$ cat src/rtl/adcp_pkg.sv
package adcp_pkg;
    typedef enum logic [1:0] {
        ST_IDLE    = 2'd0,
        ST_CONVERT = 2'd1,
        ST_NAP     = 2'd2,
        ST_SHIFT   = 2'd3
    } port_state_t;
endpackage

$ cat src/rtl/adcp_clamp.sv
module adcp_clamp #(
    parameter int AIN_W = 16,
    parameter int RES   = 14
) (
    input  logic signed [AIN_W-1:0] value_in,
    output logic        [RES-1:0]   code_out
);
    localparam logic signed [AIN_W-1:0] TOP_S = AIN_W'((1 << RES) - 1);

    always_comb begin
        if (value_in < 0)
            code_out = '0;
        else if (value_in > TOP_S)
            code_out = '1;
        else
            code_out = value_in[RES-1:0];
    end
endmodule

$ cat src/rtl/adcp_conv_timer.sv
module adcp_conv_timer #(
    parameter int CONV_CYCLES = 260
) (
    input  logic clk,
    input  logic rst_n,
    input  logic start,
    input  logic run,
    output logic expired
);
    localparam int CW = $clog2(CONV_CYCLES + 1);
    localparam logic [CW-1:0] LOAD_V = CW'(CONV_CYCLES - 1);

    logic [CW-1:0] remain;

    always_ff @(posedge clk) begin
        if (!rst_n)
            remain <= '0;
        else if (start)
            remain <= LOAD_V;
        else if (run && remain != '0)
            remain <= remain - 1'b1;
    end

    assign expired = (remain == '0);
endmodule

$ cat src/rtl/adcp_shifter.sv
module adcp_shifter #(
    parameter int RES = 14
) (
    input  logic           clk,
    input  logic           rst_n,
    input  logic           load,
    input  logic [RES-1:0] load_word,
    input  logic           advance,
    output logic           head_bit
);
    logic [RES-1:0] sreg;

    always_ff @(posedge clk) begin
        if (!rst_n)
            sreg <= '0;
        else if (load)
            sreg <= load_word;
        else if (advance)
            sreg <= {sreg[RES-2:0], 1'b0};
    end

    assign head_bit = sreg[RES-1];
endmodule

$ cat src/rtl/adc_serial_port.sv
module adc_serial_port
    import adcp_pkg::*;
#(
    parameter int AIN_W       = 16,
    parameter int RES         = 14,
    parameter int CONV_CYCLES = 260
) (
    input  logic                    clk,
    input  logic                    rst_n,
    input  logic                    conv,
    input  logic                    sck,
    input  logic signed [AIN_W-1:0] ain_code,
    output logic                    sdo_data,
    output logic                    sdo_oe,
    output logic                    busy,
    output logic                    nap,
    output logic                    viol
);
    port_state_t state_q, state_d;

    logic conv_q, sck_q;
    logic conv_rise, conv_fall, sck_fall;
    logic start_conv, load_word, load_zero, set_viol;
    logic timer_done, head_bit;
    logic [RES-1:0] clamped, held_word, shift_src;
    logic viol_q;

    // host line history for edge detection
    always_ff @(posedge clk) begin
        if (!rst_n) begin
            conv_q <= 1'b0;
            sck_q  <= 1'b0;
        end else begin
            conv_q <= conv;
            sck_q  <= sck;
        end
    end

    assign conv_rise = conv & ~conv_q;
    assign conv_fall = ~conv & conv_q;
    assign sck_fall  = ~sck & sck_q;

    adcp_clamp #(.AIN_W(AIN_W), .RES(RES)) i_clamp (
        .value_in (ain_code),
        .code_out (clamped)
    );

    adcp_conv_timer #(.CONV_CYCLES(CONV_CYCLES)) i_timer (
        .clk     (clk),
        .rst_n   (rst_n),
        .start   (start_conv),
        .run     (state_q == ST_CONVERT),
        .expired (timer_done)
    );

    // next-state and action decode
    always_comb begin
        state_d    = state_q;
        start_conv = 1'b0;
        load_word  = 1'b0;
        load_zero  = 1'b0;
        set_viol   = 1'b0;
        unique case (state_q)
            ST_IDLE: begin
                if (conv_rise) begin
                    state_d    = ST_CONVERT;
                    start_conv = 1'b1;
                end
            end
            ST_CONVERT: begin
                if (conv_fall) begin
                    state_d = ST_SHIFT;
                    if (timer_done) begin
                        load_word = 1'b1;
                    end else begin
                        load_zero = 1'b1;
                        set_viol  = 1'b1;
                    end
                end else if (timer_done) begin
                    state_d = ST_NAP;
                end
            end
            ST_NAP: begin
                if (conv_fall) begin
                    state_d   = ST_SHIFT;
                    load_word = 1'b1;
                end
            end
            ST_SHIFT: begin
                if (conv_rise) begin
                    state_d    = ST_CONVERT;
                    start_conv = 1'b1;
                end
            end
            default: state_d = ST_IDLE;
        endcase
    end

    // state register
    always_ff @(posedge clk) begin
        if (!rst_n)
            state_q <= ST_IDLE;
        else
            state_q <= state_d;
    end

    // captured sample and violation flag
    always_ff @(posedge clk) begin
        if (!rst_n) begin
            held_word <= '0;
            viol_q    <= 1'b0;
        end else begin
            if (start_conv)
                held_word <= clamped;
            if (start_conv)
                viol_q <= 1'b0;
            else if (set_viol)
                viol_q <= 1'b1;
        end
    end

    assign shift_src = load_zero ? '0 : held_word;

    adcp_shifter #(.RES(RES)) i_shift (
        .clk       (clk),
        .rst_n     (rst_n),
        .load      (load_word | load_zero),
        .load_word (shift_src),
        .advance   (sck_fall && state_q == ST_SHIFT),
        .head_bit  (head_bit)
    );

    // outputs
    always_comb begin
        busy     = (state_q == ST_CONVERT);
        nap      = (state_q == ST_NAP);
        sdo_oe   = (state_q == ST_SHIFT);
        sdo_data = sdo_oe & head_bit;
        viol     = viol_q;
    end
endmodule

$ cat config.mk
export PLATFORM = sky130hd
export DESIGN_NAME = adc_serial_port
export DESIGN_NICKNAME = d
export VERILOG_FILES = /design/src/rtl/adcp_pkg.sv /design/src/rtl/adcp_clamp.sv /design/src/rtl/adcp_conv_timer.sv /design/src/rtl/adcp_shifter.sv /design/src/rtl/adc_serial_port.sv
export SDC_FILE = /design/constraint.sdc
export NUM_CORES = 1
export LEC_CHECK = 0
export ABC_AREA = 1
export CAP_MARGIN = 10
export CORE_UTILIZATION = 54
export CTS_CLUSTER_DIAMETER = 30
export DETAILED_ROUTE_END_ITERATION = 8
export PLACE_DENSITY = 0.78
export SLEW_MARGIN = 25
export SYNTH_ARGS = -nofsm -noshare
export SYNTH_HDL_FRONTEND = slang
export SYNTH_SLANG_ARGS = --single-unit
$ cat constraint.sdc
create_clock -name clk -period 2.2 [get_ports clk]
set_input_delay 0.44 -clock clk [delete_from_list [all_inputs] [get_ports clk]]
set_output_delay 0.44 -clock clk [all_outputs]
set_load 0.02 [all_outputs]
==> results of run 1 <==
[kinds of logic (layout without fill, tap and decap cells)]
kind of cell,count (synthesis),count (layout),share of synthesized area
and+or+nand+nor,137,137,0.302
buffers and inverters,32,57,0.0703
xor gates and xnor gates,3,3,0.0133
adders and majority gates,5,5,0.0317
AOI/OAI and AO/OA,58,58,0.157
DFF,42,42,0.426
[per-layer routing]
metal / part of all wire / routed length [um] / vias up / track usage
li1: - / - / 936 / -
met1: 0.54 / 2030 / 754 / 0.318
met2: 0.42 / 1570 / 25 / 0.306
met3: 0.030 / 113 / 4 / 0.0602
met4: 0.013 / 48 / 0 / 0.0872
met5: 0 / 0 / - / 0
[stage by stage]
step                      total power [W]  utilization  instance area [um^2]
after global routing              0.00246        0.675                  2310
after global placement            0.00189        0.658                  2250
after CTS                         0.00228        0.674                  2300
final                             0.00227        0.675                  2310
after detailed placement          0.00190        0.658                  2250
after floorplan                   0.00170            -                  1970
[timing repair]
| item | 4_1_cts | 5_1_grt |
|---|---|---|
| resized for setup | 0 | 3 |
| setup endpoints to repair | 0 | 2 |
| hold buffers | 0 | 0 |
[worst max path at each step]
stage,end,slack (ns),depth (start not counted)
after floorplan,held_word[10]$_SDFFE_PN0P_,0.49,9
after global placement,i_shift.sreg[13]$_SDFFE_PN0P_,0.18,8
after detailed placement,i_shift.sreg[5]$_SDFFE_PN0P_,0.15,8
after CTS,busy,0.03,3
after global routing,i_shift.sreg[9]$_SDFFE_PN0P_,0.05,10
final,sdo_oe,0.19,2
[registers in the layout (all words and copies together), names as in the netlist]
signal / count
conv_q: 1
held_word: 14
i_shift.sreg: 14
i_timer.remain: 9
sck_q: 1
state_q: 2
viol: 1
[cell usage in the layout (no fill, tap or decap), types with 11 or more instances in the layout]
cell | netlist | layout
nand2_1 | 95 | 95
nor2_1 | 11 | 11
clkdlybuf4s50_1 | 0 | 22
nand3_1 | 17 | 17
a21oi_1 | 38 | 38
dfxtp_1 | 42 | 41
o21ai_0 | 17 | 17
inv_1 | 19 | 19
[worst register-to-register path, stage by stage (launching register included)]
cell and delay [ns]:
dfxtp_1 0.34, inv_1 0.10, ha_1 0.24, nand2_2 0.11
nor2_4 0.16, nand3_2 0.10, nand2_4 0.15, nand2_4 0.09
a21oi_4 0.33, nand2_1 0.10, a21oi_1 0.13
[power by group through the flow]
stage / combinational [W] / clock, W / sequential [W]
after floorplan: 0.000752 / 0 / 0.000950
after global placement: 0.000921 / 0 / 0.000967
after detailed placement: 0.000931 / 0 / 0.000969
after CTS: 0.000934 / 0.000395 / 0.000953
after global routing: 0.00106 / 0.000431 / 0.000971
final: 0.000934 / 0.000380 / 0.000956
[final cells by class]
cell class / count / share of cell area
clock buffer: 6 / 0.0179
clock inverter: 2 / 0.00597
inverter: 20 / 0.0325
multi-input combinational: 203 / 0.431
sequential: 42 / 0.365
tap: 46 / 0.0249
timing repair buffer: 29 / 0.123
==> results.sh, run 1 <==
export IMPL_hp_class="register to register"
export IMPL_fmax_mhz=498
export IMPL_num_vias=1719
export IMPL_grt_pass1_wl_um=6760
export IMPL_grt_ovfl_total=0
export IMPL_combPwrFrac=0.411
export IMPL_fin_crit_ns=2.01
export IMPL_yosys_cell_types_count=24
export IMPL_dp_slack_ns=0.146
export IMPL_rrSetupSlack_ns=0.29
export IMPL_worst_pin_slew_ns=0.407
export IMPL_critPathMaxStageDelay_ns=0.61
export IMPL_core_area_um2=3420
export IMPL_dpl_cell_count=340
export IMPL_yosys_cell_count_top_type="nand2_1"
export IMPL_drv_cap=0
export IMPL_ff2ff_path_depth=10
export IMPL_p_sw_frac=0.399
export IMPL_outcome="completed"
export IMPL_power_density_nw_per_um2=984
export IMPL_ctsHtreeMaxLevel=2
export IMPL_endpoint_kind="primary output"
export IMPL_crit_type="register to primary output"
export IMPL_cts_root_buf="clkbuf_4"
export IMPL_seqPwrFrac=0.421
export IMPL_fin_ws_ns=0.194
export IMPL_cts_setup_buffers=0
export IMPL_grt_usage=0.220
export IMPL_nFillCells=316
export IMPL_cts_tree="built"
export IMPL_ff_latch_area_um2=842
export IMPL_setup_viol=0
export IMPL_insertedDiodeCount=0
export IMPL_crit_start="state_q[1]$_SDFFE_PN0P_"
export IMPL_clkPwrFrac=0.167
export IMPL_crit_chain="ha_1, clkdlybuf4s50_1"
export IMPL_hp_start="viol$_SDFFE_PP0P_"
export IMPL_ys_top_cells_by_count="95 x nand2_1, 42 x dfxtp_1, 38 x a21oi_1"
export IMPL_reg2reg_to="i_shift.sreg[9]$_SDFFE_PN0P_"
export IMPL_multi_input_area_um2=995
export IMPL_die_y_um=62.5
export IMPL_cp_arrival_ns=1.57
export IMPL_first_global_vias=1504
export IMPL_io_buffers=24
export IMPL_worst_path_buf_inv=1
export IMPL_cp_max_fo=4
export IMPL_numClockSinks=42
export IMPL_grt_setup_unrepaired="no"
export IMPL_finalNonFillerCells=348
export IMPL_post_drt_wl_per_cell_um=10.8
export IMPL_hold_end="viol$_SDFFE_PP0P_"
export IMPL_synth_area_leaders="dfxtp_1 43%, nand2_1 18%, a21oi_1 9.6%"
export IMPL_drive_gt1_frac=0.0861
export IMPL_synthFlopType="dfxtp_1"
export IMPL_synth_largest_area_cell="dfxtp_1"
export IMPL_startpoint_type="register"
export IMPL_cts_made_buffers=5
export IMPL_avgSynthCellArea_um2=7.13
export IMPL_totalWireLength_um=3760
export IMPL_p_int_w=0.00136
export IMPL_relSlewSlack=0.727
export IMPL_first_iter_violations=75
export IMPL_cts_max_path_buffers=2
export IMPL_ios=25
export IMPL_drtAntennaViolNets=0
export IMPL_rows=21
export IMPL_switchingPower_w=0.000905
export IMPL_fin_crit_sh=0.912
export IMPL_synth_edf_count=0
export IMPL_antenna_found_initial=0
export IMPL_num_nets_final=326
export IMPL_die_area_um2=3900
export IMPL_synthCells=277
export IMPL_cp_required_ns=1.76
export IMPL_synthArstFlopShare=0
export IMPL_hold_viol=0
export IMPL_fin_tns_setup_ns=0
export IMPL_synthesis_nets=302
export IMPL_synth_top_area_share=0.426
export IMPL_hpwl_um=2660
export IMPL_grt_max_degree=31
export IMPL_die_w_um=62.5
export IMPL_initial_core_util=0.578
export IMPL_first_pass_iters=4
export IMPL_yosysSeqAreaShare=0.426
export IMPL_finalMaxSlewViolations=0
export IMPL_p_leak_nw=0.973
export IMPL_syn2layout_area_growth_pct=16.9
export IMPL_clock_skew_ns=0.0119
export IMPL_timing_hold_ws_ns=0.459
export IMPL_rr_startpoint="i_timer.remain[0]$_SDFFE_PN0P_"
export IMPL_worstSkewPairLatency_ns=0.36
export IMPL_syn_area_um2=1970
export IMPL_whs_path_depth=2
export IMPL_cp_slowest_cell="clkdlybuf4s50_1"
export IMPL_ys_warn_count=0
export IMPL_synth_seq_cells=42
export IMPL_globalplace_congestion=0.789
export IMPL_drt_drc_violations_left=0
export IMPL_via_per_inst=4.94
export IMPL_clk_pin_slew_ns=0.11
export IMPL_ir_drop_mv=0.704
export IMPL_crit_family="buffers and inverters"
Power figures use the tool's default switching activity.
==> run 2, diff against run 1 <==
Settings changed: CORE_MARGIN from default to 2, CORE_UTILIZATION 54 to 56, PLACE_DENSITY 0.78 to 0.79, SYNTH_HIERARCHICAL from default to 1.
==> run 2 against run 1 <==
Compared with the run above: critical endpoint is now busy; utilization is 1.2 points lower; non-clock buffer count increased by 1; clock power is 36% higher; cell area grew 14%; wire length increased by 5.2%; count of clock-buffer cells in the layout is the same; first-iteration DRC count rose by 25%; synthesized cell count rose by 22%; die area up 18%; register-to-register slack lost 0.05 ns.
==> results.sh, run 2 <==
export IMPL_relSlewSlack=0.681
export IMPL_setup_viol=0
export IMPL_drt_drc_violations_left=0
export IMPL_clock_skew_ns=0.00979
export IMPL_first_iter_violations=94
export IMPL_wl_met2_um=1760
export IMPL_fmax_mhz=470
export IMPL_rrSetupSlack_ns=0.24
export IMPL_grt_setup_unrepaired="no"
export IMPL_yosysSeqAreaShare=0.369
export IMPL_power_density_nw_per_um2=1020
export IMPL_die_area_um2=4600
export IMPL_hpwl_um=2800
export IMPL_synthesis_nets=363
export IMPL_avgSynthCellArea_um2=6.75
export IMPL_ir_drop_mv=0.563
export IMPL_wl_met3_um=126
export IMPL_ff2ff_path_depth=14
export IMPL_synthCells=338
export IMPL_final_cell_mix="79 x nand2_1, 52 x nor2_1, 50 x inv_1"
export IMPL_post_drt_wl_per_cell_um=9.58
export IMPL_grt_max_degree=34
export IMPL_drv_cap=0
export IMPL_top_layer_used="met4"
export IMPL_drtAntennaViolNets=0
export IMPL_numClockSinks=42
export IMPL_antenna_found_initial=0
export IMPL_endpoint_kind="primary output"
export IMPL_ff_latch_area_um2=841
export IMPL_multi_input_area_um2=1130
export IMPL_worst_pin_slew_ns=0.478
export IMPL_rows=23
export IMPL_initial_core_util=0.574
export IMPL_crit_type="register to primary output"
export IMPL_fin_crit_sh=0.966
export IMPL_cp_required_ns=1.76
export IMPL_grt_usage=0.188
export IMPL_synth_top_area_share=0.369
export IMPL_cts_max_path_buffers=2
export IMPL_cts_tree="built"
export IMPL_rr_startpoint="i_timer/remain[0]$_SDFFE_PN0P_"
export IMPL_worstSkewPairLatency_ns=0.30
export IMPL_crit_end="busy"
export IMPL_cp_max_fo=8
export IMPL_reg_top3="held_word (14), i_shift/sreg (14), i_timer/remain (9)"
export IMPL_ys_warn_count=6
export IMPL_cp_arrival_ns=1.69
export IMPL_fin_util=0.664
export IMPL_dp_slack_ns=0.141
export IMPL_synth_area_leaders="dfxtp_1 37%, nand2_1 13%, nor2_1 8.6%"
export IMPL_ios=25
export IMPL_insertedDiodeCount=0
export IMPL_fin_ws_ns=0.0744
export IMPL_cts_root_buf="clkbuf_8"
export IMPL_synth_edf_count=0
export IMPL_first_pass_iters=4
export IMPL_die_w_um=67.8
export IMPL_synthFlopType="dfxtp_1"
export IMPL_ys_top_cells_by_count="79 x nand2_1, 52 x nor2_1, 50 x inv_1"
export IMPL_die_y_um=67.8
export IMPL_hold_buffers=0
export IMPL_startpoint_type="register"
export IMPL_synth_largest_area_cell="dfxtp_1"
export IMPL_yosys_cell_types_count=24
export IMPL_clk_pin_slew_ns=0.08
export IMPL_wl_met1_um=2000
export IMPL_fin_tns_setup_ns=0
export IMPL_outcome="completed"
export IMPL_via_per_inst=4.72
export IMPL_grt_pass1_wl_um=6590
export IMPL_yosys_cell_count_top_type="nand2_1"
export IMPL_reg2reg_to="i_shift/sreg[2]$_SDFFE_PN0P_"
export IMPL_num_nets_final=387
export IMPL_io_buffers=24
export IMPL_ctsHtreeMaxLevel=2
export IMPL_grt_ovfl_total=0
export IMPL_timing_hold_ws_ns=0.457
export IMPL_first_global_vias=1552
export IMPL_dpl_cell_count=405
export IMPL_totalWireLength_um=3960
export IMPL_num_vias=1951
export IMPL_synthArstFlopShare=0
export IMPL_hold_viol=0
export IMPL_synth_seq_cells=42
export IMPL_layout_commonest_cell="nand2_1"
export IMPL_core_area_um2=3970
export IMPL_hp_class="register to register"
export IMPL_drive_gt1_frac=0.113
export IMPL_globalplace_congestion=0.827
export IMPL_finalNonFillerCells=413
export IMPL_cts_made_buffers=5
export IMPL_fin_crit_ns=2.13
export IMPL_crit_start="state_q[0]$_SDFFE_PN0P_"
export IMPL_cts_setup_buffers=0
export IMPL_nFillCells=358
export IMPL_syn2layout_area_growth_pct=15.5
export IMPL_syn_area_um2=2280
export IMPL_p_leak_nw=1.24
export IMPL_finalMaxSlewViolations=0
-- run 2: worst max-delay path: stages, from the launching register on --
cell	delay (ns)
dfxtp_1	0.42
ha_2	0.33
clkdlybuf4s50_1	0.64
-- run 2: kinds of logic after synthesis --
logic type               after synthesis  synth area share
AO/OA/AOI/OAI                         46             0.118
XOR/XNOR                               4            0.0154
flip-flops                            42             0.369
buffers and inverters                 69             0.142
adder cells (fa/ha/maj)                5            0.0274
AND/OR/NAND/NOR                      172             0.329
-- run 2: timing repair --
action                     in CTS  in global routing
gates cloned                    0                  0
setup endpoints to repair       1                  1
gates resized for setup         1                  1
-- run 2: metrics by stage --
stage                     cell area (um^2)  total power (W)
after global routing                  2640          0.00290
after global placement                2530          0.00214
after detailed placement              2530          0.00217
after CTS                             2630          0.00269
after floorplan                       2280          0.00196
final                                 2640          0.00268
-- run 2: how the worst min path moves through the flow --
| stage | startpoint | to | slack, ns | cells after the start |
|---|---|---|---|---|
| 6_report | held_word[5]$_SDFFE_PN0P_ | held_word[5]$_SDFFE_PN0P_ | 0.46 | 2 |
| 5_1_grt | held_word[11]$_SDFFE_PN0P_ | held_word[11]$_SDFFE_PN0P_ | 0.48 | 2 |
| 4_1_cts | held_word[5]$_SDFFE_PN0P_ | held_word[5]$_SDFFE_PN0P_ | 0.46 | 2 |
| 3_5_place_dp | held_word[5]$_SDFFE_PN0P_ | held_word[5]$_SDFFE_PN0P_ | 0.45 | 2 |
| 3_3_place_gp | held_word[5]$_SDFFE_PN0P_ | held_word[5]$_SDFFE_PN0P_ | 0.44 | 2 |
| 2_1_floorplan | held_word[5]$_SDFFE_PN0P_ | held_word[5]$_SDFFE_PN0P_ | 0.43 | 2 |
-- run 2: per-layer routing --
metal | track usage | vias up
li1 | - | 1085
met1 | 0.244 | 829
met2 | 0.295 | 30
met3 | 0.0395 | 7
met4 | 0.0975 | 0
met5 | 0 | -
-- run 2: power breakdown --
| part | total [W] | switching [W] | internal [W] |
|---|---|---|---|
| clock | 0.000518 | 0.000266 | 0.000252 |
| combinational | 0.00118 | 0.000718 | 0.000459 |
| sequential | 0.000984 | 0.0000769 | 0.000907 |
| total | 0.00268 | 0.00106 | 0.00162 |
-- run 2: cell type report --
cell class / instances / area share
multi-input combinational: 227 / 0.427
tap: 50 / 0.0237
timing repair buffer: 30 / 0.113
sequential: 42 / 0.319
inverter: 56 / 0.0807
clock inverter: 2 / 0.00475
clock buffer: 6 / 0.0313
